<file path="src/rtl/ecclog_pkg.sv">
package ecclog_pkg;
  localparam int REG_AW  = 3;
  localparam int NCLS    = 2;   // class 0 = correctable, class 1 = uncorrectable
  localparam int CLS_CE  = 0;
  localparam int CLS_UE  = 1;
  localparam int STAT_CE_BIT = 0;
  localparam int STAT_UE_BIT = 7;
  localparam int CMD_CE_BIT  = 7;
  localparam int CMD_UE_BIT  = 8;

  typedef enum logic [REG_AW-1:0] {
    RA_STATUS = 3'd0,
    RA_CMD    = 3'd1,
    RA_ADDR   = 3'd2,
    RA_SYN    = 3'd3,
    RA_CHAN   = 3'd4
  } reg_addr_e;

  function automatic int stat_pos(input int cls);
    return (cls == CLS_CE) ? STAT_CE_BIT : STAT_UE_BIT;
  endfunction

  function automatic int cmd_pos(input int cls);
    return (cls == CLS_CE) ? CMD_CE_BIT : CMD_UE_BIT;
  endfunction
endpackage

</file>
<file path="src/rtl/ecclog_status.sv">
module ecclog_status #(
  parameter int NCLS = 2
) (
  input  logic            clk,
  input  logic            rst_n,
  input  logic [NCLS-1:0] ev,
  input  logic [NCLS-1:0] clr,
  output logic [NCLS-1:0] flag_q,
  output logic [NCLS-1:0] rise
);
  for (genvar c = 0; c < NCLS; c++) begin : g_cls
    logic nxt;
    // a new event of the class wins over a same-cycle clear
    assign nxt     = (flag_q[c] & ~clr[c]) | ev[c];
    assign rise[c] = nxt & ~flag_q[c];
    always_ff @(posedge clk) begin
      if (!rst_n) flag_q[c] <= 1'b0;
      else        flag_q[c] <= nxt;
    end
  end
endmodule

</file>
<file path="src/rtl/ecclog_capture.sv">
module ecclog_capture #(
  parameter int ADDR_W  = 32,
  parameter int BLK_LSB = 12,
  parameter int SYN_W   = 8
) (
  input  logic                      clk,
  input  logic                      rst_n,
  input  logic                      load,
  input  logic [ADDR_W-1:BLK_LSB]   in_blk,
  input  logic [SYN_W-1:0]          in_syn,
  input  logic                      in_chan,
  output logic [ADDR_W-1:BLK_LSB]   blk_q,
  output logic [SYN_W-1:0]          syn_q,
  output logic                      chan_q
);
  always_ff @(posedge clk) begin
    if (!rst_n) begin
      blk_q  <= '0;
      syn_q  <= '0;
      chan_q <= 1'b0;
    end else if (load) begin
      blk_q  <= in_blk;
      syn_q  <= in_syn;
      chan_q <= in_chan;
    end
  end
endmodule

</file>
<file path="src/rtl/ecclog_regs.sv">
module ecclog_regs
  import ecclog_pkg::*;
#(
  parameter int DATA_W  = 32,
  parameter int ADDR_W  = 32,
  parameter int BLK_LSB = 12,
  parameter int SYN_W   = 8
) (
  input  logic                    clk,
  input  logic                    rst_n,
  input  logic                    wr,
  input  logic [REG_AW-1:0]       addr,
  input  logic [DATA_W-1:0]       wdata,
  input  logic [NCLS-1:0]         flag_q,
  input  logic [NCLS-1:0]         rise,
  input  logic [ADDR_W-1:BLK_LSB] blk_q,
  input  logic [SYN_W-1:0]        syn_q,
  input  logic                    chan_q,
  output logic [NCLS-1:0]         clr,
  output logic [DATA_W-1:0]       rdata,
  output logic                    serr
);
  logic [NCLS-1:0] en_q;
  logic            wr_status, wr_cmd;
  logic            serr_q;

  assign wr_status = wr && (reg_addr_e'(addr) == RA_STATUS);
  assign wr_cmd    = wr && (reg_addr_e'(addr) == RA_CMD);

  for (genvar c = 0; c < NCLS; c++) begin : g_cls
    assign clr[c] = wr_status & wdata[stat_pos(c)];
    always_ff @(posedge clk) begin
      if (!rst_n)      en_q[c] <= 1'b0;
      else if (wr_cmd) en_q[c] <= wdata[cmd_pos(c)];
    end
  end

  always_ff @(posedge clk) begin
    if (!rst_n) serr_q <= 1'b0;
    else        serr_q <= |(rise & en_q);
  end
  assign serr = serr_q;

  always_comb begin
    rdata = '0;
    case (reg_addr_e'(addr))
      RA_STATUS: begin
        for (int c = 0; c < NCLS; c++) rdata[stat_pos(c)] = flag_q[c];
      end
      RA_CMD: begin
        for (int c = 0; c < NCLS; c++) rdata[cmd_pos(c)] = en_q[c];
      end
      RA_ADDR:  rdata[ADDR_W-1:BLK_LSB] = blk_q;
      RA_SYN:   rdata[SYN_W-1:0]        = syn_q;
      RA_CHAN:  rdata[0]                = chan_q;
      default:  rdata = '0;
    endcase
  end
endmodule

</file>
<file path="src/rtl/eccerr_logger.sv">
module eccerr_logger
  import ecclog_pkg::*;
#(
  parameter int DATA_W  = 32,
  parameter int ADDR_W  = 32,
  parameter int BLK_LSB = 12,
  parameter int SYN_W   = 8
) (
  input  logic                clk,
  input  logic                rst_n,
  input  logic                evt_valid,
  output logic                evt_ready,
  input  logic                evt_ue,
  input  logic [ADDR_W-1:0]   evt_addr,
  input  logic [SYN_W-1:0]    evt_syn,
  input  logic                evt_chan,
  input  logic                reg_wr,
  input  logic [REG_AW-1:0]   reg_addr,
  input  logic [DATA_W-1:0]   reg_wdata,
  output logic [DATA_W-1:0]   reg_rdata,
  output logic                serr
);
  logic [NCLS-1:0]         ev, clr, flag_q, rise, pend;
  logic                    cap_load;
  logic [ADDR_W-1:BLK_LSB] cap_blk;
  logic [SYN_W-1:0]        cap_syn;
  logic                    cap_chan;

  assign evt_ready  = 1'b1;
  assign ev[CLS_CE] = evt_valid & evt_ready & ~evt_ue;
  assign ev[CLS_UE] = evt_valid & evt_ready &  evt_ue;

  // pending flags as they stand after this cycle's clear write
  assign pend     = flag_q & ~clr;
  assign cap_load = (ev[CLS_UE] & ~pend[CLS_UE]) | (ev[CLS_CE] & ~(|pend));

  ecclog_status #(.NCLS(NCLS)) u_status (
    .clk(clk), .rst_n(rst_n), .ev(ev), .clr(clr),
    .flag_q(flag_q), .rise(rise)
  );

  ecclog_capture #(.ADDR_W(ADDR_W), .BLK_LSB(BLK_LSB), .SYN_W(SYN_W)) u_cap (
    .clk(clk), .rst_n(rst_n), .load(cap_load),
    .in_blk(evt_addr[ADDR_W-1:BLK_LSB]), .in_syn(evt_syn), .in_chan(evt_chan),
    .blk_q(cap_blk), .syn_q(cap_syn), .chan_q(cap_chan)
  );

  ecclog_regs #(.DATA_W(DATA_W), .ADDR_W(ADDR_W), .BLK_LSB(BLK_LSB), .SYN_W(SYN_W)) u_regs (
    .clk(clk), .rst_n(rst_n), .wr(reg_wr), .addr(reg_addr), .wdata(reg_wdata),
    .flag_q(flag_q), .rise(rise), .blk_q(cap_blk), .syn_q(cap_syn), .chan_q(cap_chan),
    .clr(clr), .rdata(reg_rdata), .serr(serr)
  );
endmodule

</file>
<file path="config.mk">
export PLATFORM = sky130hd
export DESIGN_NAME = eccerr_logger
export DESIGN_NICKNAME = d
export VERILOG_FILES = /design/src/rtl/ecclog_pkg.sv /design/src/rtl/ecclog_status.sv /design/src/rtl/ecclog_capture.sv /design/src/rtl/ecclog_regs.sv /design/src/rtl/eccerr_logger.sv
export SDC_FILE = /design/constraint.sdc
export NUM_CORES = 1
export LEC_CHECK = 0
export BUFFER_PORTS_ARGS = -buffer_cell sky130_fd_sc_hd__buf_2
export CORE_ASPECT_RATIO = 0.75
export CORE_MARGIN = 2
export CORE_UTILIZATION = 44
export DETAILED_ROUTE_END_ITERATION = 16
export HOLD_SLACK_MARGIN = 0.12
export MAX_ROUTING_LAYER = met4
export PLACE_DENSITY_LB_ADDON = 0.08
export SLEW_MARGIN = 40
export SYNTH_ARGS = -nofsm -noshare
export SYNTH_HDL_FRONTEND = slang
export SYNTH_HIERARCHICAL = 1
export SYNTH_SLANG_ARGS = --single-unit
</file>
<file path="constraint.sdc">
create_clock -name clk -period 4.3 [get_ports clk]
set_clock_uncertainty 0.2 [all_clocks]
set_input_delay 0.215 -clock clk [delete_from_list [all_inputs] [get_ports clk]]
set_output_delay 0.215 -clock clk [all_outputs]
set_load 0.03 [all_outputs]
</file>
==> impl_results.md <==
* Ys async rst share at 0%
* Share of layout cells above drive strength 1 at around two fifths
* Worst hold path stage count at 3
* Reg2reg start: u_status/flag_q[0]
* Final WL at 3.91 mm
* Min cycle time layout at around 2.1 ns
* Total power at around 0.00071 W
* P per Cell Area at ~300 nW/µm²
* Pint at approximately 0.00054 W
* Most common cell in the netlist: dfxtp_1
* Fmax at between 400 and 500 MHz
* First-pass DRT Iterations at 3
* Fin. Hold Viols at 0
* Max Fanout on Critical Path at 29
* Worst Hold Path EP: u_status/flag_q[1]
* I/O pins at roughly 120
* Switching power at approximately 0.00018 W
* Yosys cell types at 29
* Outcome: finished, final reports clean
* Synth area leaders: dfxtp_1 40%, mux2i_1 18%, nor2b_1 11%
* Max-cap violation count at 0
* R2R Setup Slk at about 2.6 ns
* First-pass GRT wire length at ~6.3 mm
* Routed len/inst at 12.4 µm
* Tcrit/Tclk final at between 40% and 50%
* Clock Power Share at ~33%
* Yosys top cell by area: dfxtp_1
* Final setup fails at 0
* RSZ-0062 raised after global routing: no
* Max Slew Vio Count at 0
* Logic pwr share at 18.6%
* Yosys reg bits at 34
* Root buffer cell: clkbuf_8
* Peak VDD IR at a little under 200 µV
* Post-synth EDFFs at 0
* Mapped cell area at 1690 µm²
* CTS buffer count at 5
* Die Area at around 4400 µm²
* Worst slew pin tran at approximately 0.65 ns
* Area delta synth->final at 44.7%
* DP HPWL at 2.53 mm
* Sequential share of the synthesized area at 40.3%
* Total global-route track usage at roughly a fifth
* Bufs on Longest Clock Path at 2
* Setup TNS at 0 ns
* Number of remaining DRC errors at 0
* Top FF cell, synth: dfxtp_1
* # clock sinks at 34
* Initial cell density of the core at ~46%
* Synth top cells by count: 34 x dfxtp_1, 31 x mux2i_1, 30 x nor2b_1, 20 x and2_2, 9 x and2_1
* FF-to-FF path depth at 4
* Worst hold start: evt_ue
* Data required time of the critical path at around 4.3 ns
* N_diodes at 0
* Crit path kind: input pin to flip-flop
* Post-CTS Setup Bufs at 0
* Mean Syn Cell Area at about 10 µm²
* Synth top area share at roughly 40%
* Antenna Violating Nets Remaining at 0
* Antenna violations before repair at 0
* Pin count of the biggest net entering global routing at 37
* Pleak at 1.16 nW
* Crit. End Element: flip-flop
* DR vias at ~1400
* Number of global-route vias before repair at between 1500 and 2000
* Critical Path AT at between 2 and 2.5 ns
* Core Rows at 19
* Worst slew margin at between 50 and 60%
* Die width at roughly 76 µm
* 1st-iter DRT viols at 63
* Fin nets at roughly 340
* Sw frac at 25.0%
* Startpoint Class: input pin
* Hold Crit Class: input pin to flip-flop
* CTS tree: built
* R2r endpoint: u_cap/blk_q[12]
* Remaining Overflow, GRT at 0
* Clock latency on the worst-skew pair at between 0.2 and 0.3 ns
* H-tree depth at 2
* Core area at approximately 3700 µm²
* Reg power frac at about half
* GPL Wtd Cong at ~0.77
* Clk pin slew, worst setup/hold paths at approximately 0.07 ns
* Die Ht at 57.7 µm
* Via/cell ratio at ~4.6
* Ys Warns at 6
* Mapped Cells at about 170
* PortBufs at 69
## critical path, cell delays in order
cell	delay [ns]
dlygate4sd3_1	0.53
buf_2	0.12
and2_1	0.17
nand2b_1	0.14
o311a_4	0.55
mux2i_1	0.30
nor2b_1	0.08
## metal layers
| layer | up-vias | global-route usage, % | routed length [µm] |
|---|---|---|---|
| met3 | 9 | 4.70 | 177 |
| li1 | 730 | - | - |
| met4 | 0 | 9.02 | 93 |
| met2 | 48 | 33.4 | 1880 |
| met1 | 659 | 23.1 | 1770 |
| met5 | - | - | 0 |
## cells by family (layout without fill, tap and decap cells)
logic type,count (synthesis),in the layout,share of synthesized area (%)
other cells,2,4,0.445
flops,34,34,40.3
buf+inv,14,111,5.85
compound gates,9,9,3.70
simple gates,75,75,31.3
mux,31,31,18.4
## state kept, by name, summed over array words and instances (netlist names)
signal / count
u_cap/syn_q: 8
u_cap/chan_q: 1
u_regs/en_q: 2
u_status/flag_q: 2
u_regs/serr: 1
u_cap/blk_q: 20
## cell type report
class | count | area (µm²)
Fill cell | 320 | 1220
Multi-Input combinational cell | 119 | 935
Sequential cell | 34 | 681
Timing Repair Buffer | 101 | 666
Clock buffer | 7 | 86.3
Tap cell | 52 | 65.1
Inverter | 2 | 7.51
Clock inverter | 1 | 5.00
## stage by stage
stage	std cells	hold slack [ns]	cell area (µm²)	util, %	worst slack [ns]
2_1_floorplan	167	0.132	1700	-	2.44
3_3_place_gp	276	0.235	2020	55.1	1.79
3_5_place_dp	276	0.246	2030	55.5	1.94
4_1_cts	316	0.129	2440	66.8	2.17
5_1_grt	316	0.126	2440	66.8	2.07
6_report	316	0.134	2440	66.8	2.15
## repair_timing
item | 4_1_cts | 5_1_grt
hold endpoints to repair | 33 | 0
gates resized for setup | 0 | 0
hold buffers | 32 | 0
## worst max-delay path by stage
stage	from	endpoint	slack (ns)	cells past startpoint
CTS	reg_wdata[7]	u_cap/syn_q[0]	2.17	7
global route	reg_wdata[7]	u_cap/blk_q[12]	2.07	7
global placement	reg_addr[0]	u_cap/syn_q[4]	1.79	7
detailed placement	reg_addr[0]	u_cap/syn_q[0]	1.94	7
floorplan	reg_addr[0]	u_cap/blk_q[20]	2.44	8
finish	reg_wdata[7]	u_cap/blk_q[12]	2.15	7
## placed cells by master, fill, tap and decap left out, types with 2 or more instances in the layout
master,n
and2b_2,3
and2_1,9
dfxtp_1,34
clkbuf_8,6
nor2b_1,30
and2_2,20
buf_2,69
nor2b_4,2
conb_1,4
o21a_1,2
dlygate4sd3_1,32
o21ai_0,2
and4bb_2,2
nand2_1,3
inv_1,2
nand3_1,2
mux2i_1,31
## power groups by stage
stage / Clock, W / Sequential, W / Combinational (W)
after detailed placement: 0 / 0.000352 / 0.000111
after global routing: 0.000259 / 0.000347 / 0.000145
after floorplan: 0 / 0.000349 / 0.0000834
after global placement: 0 / 0.000350 / 0.000105
final: 0.000237 / 0.000345 / 0.000133
after CTS: 0.000245 / 0.000345 / 0.000133
Note: power is estimated with default switching activity, not from simulation.
